**config.mk**
```make
export PLATFORM = sky130hd
export DESIGN_NAME = uart_xcvr
export DESIGN_NICKNAME = d
export VERILOG_FILES = /design/src/rtl/uart_pkg.sv /design/src/rtl/uart_ctrl.sv /design/src/rtl/uart_dp.sv /design/src/rtl/uart_xcvr.sv
export SDC_FILE = /design/constraint.sdc
export NUM_CORES = 1
export LEC_CHECK = 0
export CAP_MARGIN = 30
export CORE_UTILIZATION = 35
export CTS_CLUSTER_DIAMETER = 120
export DETAILED_ROUTE_END_ITERATION = 6
export PLACE_DENSITY = 0.66
export SETUP_SLACK_MARGIN = 0.2
export SLEW_MARGIN = 15
export SYNTH_ARGS = -nofsm -noshare
export SYNTH_HDL_FRONTEND = slang
export SYNTH_SLANG_ARGS = --single-unit
```
**constraint.sdc**
```tcl
create_clock -name clk -period 11.1 [get_ports clk]
set_input_delay 2.775 -clock clk [delete_from_list [all_inputs] [get_ports clk]]
set_output_delay 2.775 -clock clk [all_outputs]
set_load 0.02 [all_outputs]
```
**src/rtl/uart_pkg.sv**
```systemverilog
package uart_pkg;
  localparam int CHAR_W = 8;

  typedef enum logic [2:0] {
    LnIdle, LnStart, LnData, LnParity, LnStop
  } phase_e;

  typedef struct packed {
    logic [1:0] stopCode;
    logic       parOdd;
    logic       parEn;
    logic [1:0] lenCode;
  } mode_t;

  typedef struct packed {
    logic   tick;
    logic   txLoad;
    logic   txShift;
    phase_e txSel;
    logic   txBusy;
    logic   rxShift;
    logic   rxParSample;
    logic   rxDeliver;
  } dpCtl_t;

  typedef struct packed {
    logic holdFull;
    logic rxBit;
  } dpStat_t;
endpackage

```
**src/rtl/uart_ctrl.sv**
```systemverilog
module uart_ctrl
  import uart_pkg::*;
#(
  parameter int OVS   = 16,
  parameter int DIV_W = 16
) (
  input  logic             clk,
  input  logic             rstN,
  input  logic [DIV_W-1:0] divisor,
  input  mode_t            mode,
  input  dpStat_t          st,
  output dpCtl_t           ctl
);
  localparam int CNT_W = $clog2(2 * OVS);
  localparam logic [CNT_W-1:0] BIT_LAST = CNT_W'(OVS - 1);
  localparam logic [CNT_W-1:0] MID_LAST = CNT_W'(OVS / 2 - 1);

  logic [DIV_W-1:0] divCnt, divEff;
  logic             tick;

  phase_e           txState, rxState;
  logic [CNT_W-1:0] txCnt, rxCnt, stopLast;
  logic [2:0]       txBit, rxBit, lenM1;
  logic             txLoad, txShift, rxShift, rxParSample, rxDeliver;

  // tick generator
  assign divEff = (divisor == '0) ? DIV_W'(1) : divisor;
  assign tick   = (divCnt >= divEff - DIV_W'(1));

  always_ff @(posedge clk) begin
    if (!rstN) divCnt <= '0;
    else       divCnt <= tick ? '0 : divCnt + DIV_W'(1);
  end

  assign lenM1 = 3'(3'd4 + {1'b0, mode.lenCode});

  always_comb begin
    unique case (mode.stopCode)
      2'b00:   stopLast = CNT_W'(OVS - 1);
      2'b01:   stopLast = CNT_W'(OVS + OVS / 2 - 1);
      default: stopLast = CNT_W'(2 * OVS - 1);
    endcase
  end

  // transmit sequencing
  assign txLoad  = tick && st.holdFull &&
                   ((txState == LnIdle) || (txState == LnStop && txCnt == stopLast));
  assign txShift = tick && (txState == LnData) && (txCnt == BIT_LAST);

  always_ff @(posedge clk) begin
    if (!rstN) begin
      txState <= LnIdle;
      txCnt   <= '0;
      txBit   <= '0;
    end else if (tick) begin
      unique case (txState)
        LnIdle: begin
          txCnt <= '0;
          if (txLoad) txState <= LnStart;
        end
        LnStart: begin
          if (txCnt == BIT_LAST) begin
            txCnt   <= '0;
            txBit   <= '0;
            txState <= LnData;
          end else txCnt <= txCnt + 1'b1;
        end
        LnData: begin
          if (txCnt == BIT_LAST) begin
            txCnt <= '0;
            if (txBit == lenM1) txState <= mode.parEn ? LnParity : LnStop;
            else                txBit   <= txBit + 1'b1;
          end else txCnt <= txCnt + 1'b1;
        end
        LnParity: begin
          if (txCnt == BIT_LAST) begin
            txCnt   <= '0;
            txState <= LnStop;
          end else txCnt <= txCnt + 1'b1;
        end
        default: begin
          if (txCnt == stopLast) begin
            txCnt   <= '0;
            txState <= txLoad ? LnStart : LnIdle;
          end else txCnt <= txCnt + 1'b1;
        end
      endcase
    end
  end

  // receive sequencing
  assign rxShift     = tick && (rxState == LnData)   && (rxCnt == BIT_LAST);
  assign rxParSample = tick && (rxState == LnParity) && (rxCnt == BIT_LAST);
  assign rxDeliver   = tick && (rxState == LnStop)   && (rxCnt == BIT_LAST);

  always_ff @(posedge clk) begin
    if (!rstN) begin
      rxState <= LnIdle;
      rxCnt   <= '0;
      rxBit   <= '0;
    end else if (tick) begin
      unique case (rxState)
        LnIdle: begin
          rxCnt <= '0;
          if (!st.rxBit) rxState <= LnStart;
        end
        LnStart: begin
          if (rxCnt == MID_LAST) begin
            rxCnt   <= '0;
            rxBit   <= '0;
            rxState <= st.rxBit ? LnIdle : LnData;
          end else rxCnt <= rxCnt + 1'b1;
        end
        LnData: begin
          if (rxCnt == BIT_LAST) begin
            rxCnt <= '0;
            if (rxBit == lenM1) rxState <= mode.parEn ? LnParity : LnStop;
            else                rxBit   <= rxBit + 1'b1;
          end else rxCnt <= rxCnt + 1'b1;
        end
        LnParity: begin
          if (rxCnt == BIT_LAST) begin
            rxCnt   <= '0;
            rxState <= LnStop;
          end else rxCnt <= rxCnt + 1'b1;
        end
        default: begin
          if (rxCnt == BIT_LAST) begin
            rxCnt   <= '0;
            rxState <= LnIdle;
          end else rxCnt <= rxCnt + 1'b1;
        end
      endcase
    end
  end

  always_comb begin
    ctl.tick        = tick;
    ctl.txLoad      = txLoad;
    ctl.txShift     = txShift;
    ctl.txSel       = txState;
    ctl.txBusy      = (txState != LnIdle);
    ctl.rxShift     = rxShift;
    ctl.rxParSample = rxParSample;
    ctl.rxDeliver   = rxDeliver;
  end

  // data bit index never passes the programmed length
  a_r2_tx_bit_range: assert property (@(posedge clk) disable iff (!rstN)
    (txState == LnData) |-> (txBit <= lenM1));
  a_r2_rx_bit_range: assert property (@(posedge clk) disable iff (!rstN)
    (rxState == LnData) |-> (rxBit <= lenM1));
  // a start that fails its midpoint check returns straight to idle
  a_r10_glitch_drop: assert property (@(posedge clk) disable iff (!rstN)
    (tick && rxState == LnStart && rxCnt == MID_LAST && st.rxBit) |=> (rxState == LnIdle));
endmodule

```
**src/rtl/uart_dp.sv**
```systemverilog
module uart_dp
  import uart_pkg::*;
(
  input  logic              clk,
  input  logic              rstN,
  input  logic              modeWe,
  input  logic [7:0]        modeIn,
  input  logic              txWe,
  input  logic [CHAR_W-1:0] txData,
  input  logic              rxRe,
  input  logic              statRe,
  input  logic              rxLine,
  input  dpCtl_t            ctl,
  output dpStat_t           st,
  output mode_t             mode,
  output logic [CHAR_W-1:0] rxData,
  output logic [7:0]        status,
  output logic              txLine
);
  mode_t             modeR;
  logic [CHAR_W-1:0] holdR, txSh, rxSh, charMask, rxAligned;
  logic              holdFull, txParBit, rxParBit;
  logic              rxMeta, rxSync;
  logic              rxReady, parErr, overrun, frameErr;
  logic [1:0]        shAmt;
  logic              parSet, ovrSet, frmSet;

  always_ff @(posedge clk) begin
    if (!rstN)       modeR <= '0;
    else if (modeWe) modeR <= mode_t'(modeIn[5:0]);
  end
  assign mode = modeR;

  assign shAmt     = 2'(2'd3 - modeR.lenCode);
  assign charMask  = {CHAR_W{1'b1}} >> shAmt;
  assign rxAligned = rxSh >> shAmt;

  // transmit holding register and shifter
  always_ff @(posedge clk) begin
    if (!rstN) begin
      holdR    <= '0;
      holdFull <= 1'b0;
      txSh     <= '0;
      txParBit <= 1'b0;
    end else begin
      if (ctl.txLoad) begin
        holdFull <= 1'b0;
        txSh     <= holdR & charMask;
        txParBit <= (^(holdR & charMask)) ^ modeR.parOdd;
      end else begin
        if (txWe && !holdFull) begin
          holdR    <= txData;
          holdFull <= 1'b1;
        end
        if (ctl.txShift) txSh <= txSh >> 1;
      end
    end
  end

  always_comb begin
    unique case (ctl.txSel)
      LnStart:  txLine = 1'b0;
      LnData:   txLine = txSh[0];
      LnParity: txLine = txParBit;
      default:  txLine = 1'b1;
    endcase
  end

  // receive synchroniser, shifter and flags
  always_ff @(posedge clk) begin
    if (!rstN) begin
      rxMeta <= 1'b1;
      rxSync <= 1'b1;
    end else begin
      rxMeta <= rxLine;
      rxSync <= rxMeta;
    end
  end

  assign parSet = ctl.rxDeliver && modeR.parEn && ((^rxAligned) ^ rxParBit ^ modeR.parOdd);
  assign ovrSet = ctl.rxDeliver && rxReady && !rxRe;
  assign frmSet = ctl.rxDeliver && !rxSync;

  always_ff @(posedge clk) begin
    if (!rstN) begin
      rxSh     <= '0;
      rxParBit <= 1'b0;
      rxData   <= '0;
      rxReady  <= 1'b0;
      parErr   <= 1'b0;
      overrun  <= 1'b0;
      frameErr <= 1'b0;
    end else begin
      if (ctl.rxShift)     rxSh     <= {rxSync, rxSh[CHAR_W-1:1]};
      if (ctl.rxParSample) rxParBit <= rxSync;
      if (ctl.rxDeliver) begin
        rxData  <= rxAligned;
        rxReady <= 1'b1;
      end else if (rxRe) rxReady <= 1'b0;
      parErr   <= (parErr   && !statRe) || parSet;
      overrun  <= (overrun  && !statRe) || ovrSet;
      frameErr <= (frameErr && !statRe) || frmSet;
    end
  end

  assign st.holdFull = holdFull;
  assign st.rxBit    = rxSync;
  assign status = {2'b00, frameErr, overrun, parErr, (!holdFull && !ctl.txBusy), rxReady, !holdFull};

  // the line only moves on an oversampling tick
  a_r1_line_on_tick: assert property (@(posedge clk) disable iff (!rstN)
    !ctl.tick |=> $stable(txLine));
  // empty implies ready; a load only takes a full holding register
  a_r6_empty_implies_ready: assert property (@(posedge clk) disable iff (!rstN)
    status[2] |-> status[0]);
  a_r6_load_needs_data: assert property (@(posedge clk) disable iff (!rstN)
    ctl.txLoad |-> holdFull);
  // a read with no new character clears receive ready
  a_r7_read_clears: assert property (@(posedge clk) disable iff (!rstN)
    (rxRe && !ctl.rxDeliver) |=> !status[1]);
  // completion over an unread character flags overrun
  a_r8_overrun_set: assert property (@(posedge clk) disable iff (!rstN)
    (ctl.rxDeliver && status[1] && !rxRe) |=> status[4]);
  // status read with no completion clears all error bits
  a_r9_read_clears_errors: assert property (@(posedge clk) disable iff (!rstN)
    (statRe && !ctl.rxDeliver) |=> (status[5:3] == 3'b000));
endmodule

```
**src/rtl/uart_xcvr.sv**
```systemverilog
module uart_xcvr
  import uart_pkg::*;
#(
  parameter int OVS   = 16,
  parameter int DIV_W = 16
) (
  input  logic             clk,
  input  logic             rstN,
  input  logic [DIV_W-1:0] divisor,
  input  logic             modeWe,
  input  logic [7:0]       modeIn,
  input  logic             txWe,
  input  logic [7:0]       txData,
  input  logic             rxRe,
  output logic [7:0]       rxData,
  input  logic             statRe,
  output logic [7:0]       status,
  input  logic             rxLine,
  output logic             txLine
);
  dpCtl_t  ctl;
  dpStat_t st;
  mode_t   mode;

  uart_ctrl #(.OVS(OVS), .DIV_W(DIV_W)) u_ctrl (
    .clk(clk), .rstN(rstN), .divisor(divisor), .mode(mode), .st(st), .ctl(ctl)
  );

  uart_dp u_dp (
    .clk(clk), .rstN(rstN), .modeWe(modeWe), .modeIn(modeIn),
    .txWe(txWe), .txData(txData), .rxRe(rxRe), .statRe(statRe),
    .rxLine(rxLine), .ctl(ctl), .st(st), .mode(mode),
    .rxData(rxData), .status(status), .txLine(txLine)
  );
endmodule

```
==> results.md, run 1 <==
* Number of synthesized flops with an enable pin at 0
* Max IR drop VDD at 0.06906 mV
* Worst Hold Endpoint: u_dp.rxSync$_SDFF_PN1_
* Total chip power at 0.6972 mW
* Sequential cell area at 1702 um^2
* Placeable Area at 13930 um^2
* Synth-to-Final Area Change at 17.53%
* Grt ovf at 0
* Worst-Margin Slew at 917.1 ps
* Fin util at 0.4220
* Root Buffer: clkbuf_16
* Row cnt at 43
* Drt drc at 0
* Final Cycle Share at 0.6768
* R2r setup slk at 8250 ps
* Mean Syn Cell Area at 8.672 um^2
* Fillers at 1366
* Multi-input gate area in the final layout at 3033 um^2
* Endpoint class of the critical path: flop
* Crit path DAT at 7800 ps
* Initial antenna violation count at 0
* Register area share after synthesis at 0.3401
* Initial DRC count at 179
* Critical Path Source: divisor[2]
* Yosys reg bits at 85
* Predominant post-synthesis flop cell: dfxtp_1
* FF-to-FF Start: u_ctrl.divCnt[0]$_SDFF_PP0_
* CTS tree: yes
* Final setup margin at 3588 ps
* Max Cap Violations at 0
* Met2 usage in global routing at 0.2795
* Final antenna-violating net count at 0
* HP Start: u_dp.rxMeta$_SDFF_PN1_
* CTS Buffer Depth at 2
* Post-CTS Resized at 0
* Clk slew on worst S/H paths at 60 ps
* Buffers on Ports at 51
* Vias in the first global route at 4030
* Status: completed
* Post-CTS setup buffer count at 0
* Via Count at 4194
* Routed WL at 11.47 mm
* DP Worst Slack at 3260 ps
* Initial core utilization at 0.3591
* Unrepaired setup endpoints after global routing: false
* Number of diodes at 0
* Pleak at 2.223 nW
* Peak Freq at 133.1 MHz
* Number of library cell types mapped by synthesis at 74
* Post-Syn Area at 5004 um^2
* Syn Inst Count at 577
* Vias/cell at 5.295
* Largest net degree at the start of global routing at 47
* Final setup viols at 0
* DIE AREA at 14780 um^2
* RR Endpoint: u_dp.txSh[5]$_SDFFE_PN0P_
* Required time worst endpoint at 11390 ps
* Hold Buf Count CTS at 0
* Htree depth at 3
* Crit-path max FO at 40
* Clk_lat worst skew at 340 ps
* Pre-antenna DRT Iters at 5
* Num ports at 56
* Met3 Track Usage GR at 0.03839
* DP HPWL at 7.959 mm
* First-pass GRT wire length at 18.89 mm
* Met1 usage in global routing at 0.1905
* Layout cells sized above 1 at 0.06863
* Headroom to the max-slew limit at 0.3874
* Final Hold Viols at 0
* Setup TNS at 0 ps
* Die Span X at 121.6 um
* Type of origin of the critical path: input port
* Die height at 121.6 um
* GPL Wtd Cong at 0.8699
* Most Crowded Layer GR: met2
* Final Max Slew Viols at 0
* Worst hold-check path type: flop to flop
* Crit path kind: input port to flop
* R2r worst-path depth at 9
* CTS Buf Count at 9
* Avg WL per Cell at 14.49 um
* All-Layer GR Usage at 0.1611
* Fin crit period at 7512 ps
* Synth async-reset ratio at 0
* Pwr dens at 118.6 nW/um^2
* CTS Sinks at 85
* Worst Skew at 9.482 ps
* Nets at 672
* Synth warnings at 0
* WHS Path Cells at 1
## cell usage in the layout, fill, tap and decap left out, types with 4 or more instances in the layout
master and count:
a211oi_1 4, a21o_1 5, a21oi_1 41, a22oi_1 4, and3_1 8, clkbuf_16 9, clkdlybuf4s50_1 51, dfxtp_1 85
ha_1 26, inv_1 17, mux2i_1 25, nand2_1 48, nand2b_1 4, nand3_1 22, nand4_1 16, nor2_1 56
nor2b_1 15, nor3_1 9, o21a_1 5, o21ai_0 21, o21ai_1 6, o22a_1 4, o22ai_1 4, xnor2_1 29
xor2_1 16
## state kept, by name (all words and copies together), names as in the netlist, 5 cells and up
name	count
u_dp.mode	6
u_dp.txSh	8
u_ctrl.divCnt	16
u_ctrl.rxCnt	5
u_dp.rxSh	8
u_dp.holdR	8
u_ctrl.txCnt	5
u_dp.rxData	8
## worst max-delay path, cell delays in order
cell and delay (ps):
clkdlybuf4s50_1 480, nor3_1 320, nand2b_1 160, nor4b_1 500
nand3b_1 150, or2_2 330, nor2b_1 160, ha_1 200
inv_1 100, nor4_1 100, nor2b_1 160, xnor2_1 130
ha_1 270, nand4_1 120, a211oi_2 340, a2111oi_4 120
buf_4 280, nor3_1 750, o221a_2 310
## cell type report
cell class                      count  area share
Clock buffer                       12     0.04532
Clock inverter                      4    0.009149
Multi-Input combinational cell    439      0.5157
Timing Repair Buffer               54     0.09064
Inverter                           18     0.01149
Sequential cell                    85      0.2894
Tap cell                          180     0.03830
## synthesized netlist by cell type, types with 5 or more instances
cell / count / area, um^2
a21oi_1: 41 / 205.2
nand4_1: 16 / 100.1
a21o_1: 5 / 37.54
xor2_1: 16 / 140.1
nor2b_1: 15 / 93.84
nor2_1: 56 / 210.2
ha_1: 26 / 325.3
o21ai_1: 6 / 30.03
clkbuf_1: 16 / 60.06
nand2_1: 48 / 180.2
nor3_1: 9 / 45.04
o21ai_0: 21 / 105.1
xnor2_1: 29 / 254.0
dfxtp_1: 85 / 1702
nand3_1: 22 / 110.1
and3_1: 8 / 50.05
inv_1: 17 / 63.81
o21a_1: 5 / 37.54
mux2i_1: 25 / 250.2
buf_6: 5 / 56.30
buf_4: 7 / 52.55
## through the flow
stage / hold WS (ps) / std cells / instance area (um^2)
after floorplan: 386.3 / 578 / 5007
after global placement: 395.1 / 776 / 5560
after detailed placement: 400.4 / 776 / 5560
after CTS: 416.9 / 792 / 5881
after global routing: 445.4 / 792 / 5881
final: 412.4 / 792 / 5881
## routing by layer
layer  share of wire  routed length [um]
met2            0.48                5563
met3           0.046                 529
met4           0.018                 208
met1            0.45                5172
met5               0                   0
## worst max-delay path by stage
| stage | end | depth (start not counted) |
|---|---|---|
| after floorplan | u_ctrl.txState[1]$_SDFFE_PN0P_ | 17 |
| after global placement | u_dp.txSh[5]$_SDFFE_PN0P_ | 19 |
| after detailed placement | u_dp.txSh[5]$_SDFFE_PN0P_ | 19 |
| after CTS | u_dp.txSh[3]$_SDFFE_PN0P_ | 19 |
| after global routing | u_dp.txSh[5]$_SDFFE_PN0P_ | 19 |
| final | u_dp.txSh[5]$_SDFFE_PN0P_ | 19 |
## cell families after synthesis
| kind of cell | synth area share |
|---|---|
| AND/OR/NAND/NOR | 0.2196 |
| AO/OA/AOI/OAI | 0.1665 |
| flip-flops | 0.3401 |
| buffers and inverters | 0.05451 |
| XOR/XNOR | 0.08327 |
| multiplexers | 0.07027 |
| adder cells (fa/ha/maj) | 0.06502 |
| other | 0.0007495 |
## where the power goes
group | internal, mW | switching (mW) | total [mW]
Clock | 0.194 | 0.124 | 0.318
Combinational | 0.0328 | 0.0291 | 0.0619
Sequential | 0.310 | 0.00731 | 0.317
Power figures use the tool's default switching activity.
==> run 2: changes to the inputs <==
==> constraint.sdc (replaced) <==
create_clock -name clk -period 7.5 [get_ports clk]
set_input_delay 1.875 -clock clk [delete_from_list [all_inputs] [get_ports clk]]
set_output_delay 1.875 -clock clk [all_outputs]
set_load 0.02 [all_outputs]
==> run 2 against run 1 <==
Net effect:
- clock skew hardly changed
- critical path type unchanged
- count of clock-buffer cells in the layout is 3 lower
- worst setup slack worse by 2600 ps
- clock power is 30% higher
- highest routed layer unchanged
- die area stayed put
- critical path depth stayed put
- non-clock buffer count is 3 higher
- sequential share of layout area is 0.11 points higher
- via count stayed put
- global-route usage is 0.22 points lower
- final area is 0.36% lower
==> results.md, run 2 (synthesis gave the netlist of run 1 again) <==
* Critical path's top delay family: simple AND/OR/NAND/NOR gates
* Worst hold-check path type: flop to flop
* Unrepaired setup endpoints after global routing: false
* Initial antenna violation count at 0
* Vias in the first global route at 4146
* Dpl cells at 779
* Final setup viols at 0
* Row cnt at 43
* Drt drc at 0
* Final Max Slew Viols at 0
* Pleak at 2.213 nW
* Setup TNS at 0 ps
* Required time worst endpoint at 7690 ps
* Max IR drop VDD at 0.1014 mV
* Max FFs per register at 16
* Vias/cell at 5.275
* Final Hold Viols at 0
* Final Cycle Share at 0.8736
* Via Count at 4194
* Synth-to-Final Area Change at 17.10%
* Layout cells sized above 1 at 0.07317
* Initial core utilization at 0.3591
* Post-CTS setup buffer count at 0
* Clk_lat worst skew at 340 ps
* Pwr dens at 166.0 nW/um^2
* Hold Buf Count CTS at 0
* Fin util at 0.4205
* Multi-input gate area in the final layout at 3033 um^2
* RR Endpoint: u_dp.overrun$_SDFF_PN0_
* Buffers on Ports at 51
* Htree depth at 3
* Worst Path Buf+Inv at 3
* Worst-Margin Slew at 969.3 ps
* CTS Buffer Depth at 2
* CP peak stage delay at 830 ps
* DP HPWL at 7.987 mm
* Initial DRC count at 141
* Most frequent cells in the layout: 85 x dfxtp_1, 56 x nor2_1, 51 x clkdlybuf4s50_1
* Root Buffer: clkbuf_16
* Type of origin of the critical path: input port
* FF-to-FF Start: u_ctrl.divCnt[0]$_SDFF_PP0_
* Number of diodes at 0
* Pre-antenna DRT Iters at 4
* Clk slew on worst S/H paths at 60 ps
* Placeable Area at 13930 um^2
* Post-CTS Resized at 0
* Reg with most FFs: u_ctrl.divCnt
* Endpoint class of the critical path: flop
* Crit path depth at 19
* CTS Buf Count at 9
* Final hold slack at 407.9 ps
* Status: completed
* Largest net degree at the start of global routing at 47
* Fillers at 1359
* First-pass GRT wire length at 18.90 mm
* Crit path kind: input port to flop
* Fin crit period at 6552 ps
* Nets at 675
* Routed WL at 11.21 mm
* GPL Wtd Cong at 0.8456
* Worst Skew at 9.060 ps
* Die Span X at 121.6 um
* Avg WL per Cell at 14.09 um
* R2r setup slk at 4530 ps
* Headroom to the max-slew limit at 0.3538
* Num ports at 56
* DIE AREA at 14780 um^2
* Crit path DAT at 6740 ps
* Fin cells at 795
* Peak Freq at 152.6 MHz
* Crit-path cells: clkdlybuf4s50_1, nor3_1, nand2b_1, nor4b_1, nand3b_1, or2_2, nor2b_1, ha_1, inv_1, nor2_1, xnor2_1, ha_1, a21o_1, a211oi_1, o31ai_2, a2111o_1, buf_4, a32oi_1, nor2_1
* Sequential cell area at 1702 um^2
* Critical Path Source: divisor[2]
* Crit-path max FO at 27
* CTS Sinks at 85
* All-Layer GR Usage at 0.1589
* CP max-delay cell: a2111o_1
* CTS tree: yes
* Most common cell after layout, fill and taps aside: dfxtp_1
* Max Cap Violations at 0
* Final antenna-violating net count at 0
* Grt ovf at 0
* Critical Path End: u_dp.overrun$_SDFF_PN0_
* R2r worst-path depth at 9
* Die height at 121.6 um
==> run 2: cell count changes in the layout (fill, tap and decap cells not counted) <==
cell,previous run,this run
buf_4,3,6
clkbuf_8,3,0
clkinv_4,0,2
bufinv_16,1,0
clkinv_2,1,2
clkinvlp_4,1,2
inv_6,0,1
inv_8,1,0
==> run 2: worst min path at each step <==
| stage | startpoint | endpoint | slack [ps] | depth (start not counted) |
|---|---|---|---|---|
| finish | u_dp.rxMeta$_SDFF_PN1_ | u_dp.rxSync$_SDFF_PN1_ | 410 | 1 |
| global route | u_dp.rxMeta$_SDFF_PN1_ | u_dp.rxSync$_SDFF_PN1_ | 430 | 1 |
| CTS | u_dp.rxMeta$_SDFF_PN1_ | u_dp.rxSync$_SDFF_PN1_ | 410 | 1 |
| detailed placement | u_dp.rxMeta$_SDFF_PN1_ | u_dp.rxSync$_SDFF_PN1_ | 390 | 1 |
| global placement | u_dp.rxMeta$_SDFF_PN1_ | u_dp.rxSync$_SDFF_PN1_ | 400 | 1 |
| floorplan | u_dp.rxMeta$_SDFF_PN1_ | u_dp.rxSync$_SDFF_PN1_ | 390 | 1 |
==> run 2: per-layer routing <==
| layer | up-vias | share of wire | GRT usage |
|---|---|---|---|
| met3 | 13 | 0.049 | 0.03511 |
| met4 | 0 | 0.011 | 0.04861 |
| met5 | - | 0 | 0 |
| li1 | 2129 | - | - |
| met2 | 86 | 0.48 | 0.2798 |
| met1 | 1966 | 0.46 | 0.1917 |
==> run 2: worst reg2reg max path: stages, from the launching register on <==
cell and delay [ps]:
dfxtp_1 410, inv_1 70, ha_1 290, nand2b_4 150, a2111oi_4 360, o31ai_2 140
a2111o_1 830, buf_4 350, a32oi_1 180, nor2_1 60
==> run 2: per-stage QoR <==
step	cell area, um^2	setup slack, ps	total power [mW]
finish	5859	948.2	0.9728
floorplan	5007	1924	0.5354
global placement	5583	740.5	0.5682
global route	5859	615.6	1.012
detailed placement	5583	584.9	0.5712
CTS	5859	915.4	0.9831
==> run 2: report_power, final <==
group / internal (mW) / switching (mW)
Combinational: 0.0486 / 0.0429
Sequential: 0.458 / 0.0111
Clock: 0.225 / 0.187
==> run 2: area by class of cell <==
cell class	count	share of cell area
flip-flops and latches	85	0.2904
clock buffers	9	0.03844
inverters	18	0.01153
well taps	180	0.03844
repair buffers	57	0.09481
clock inverters	7	0.008755
multi-input cells	439	0.5176
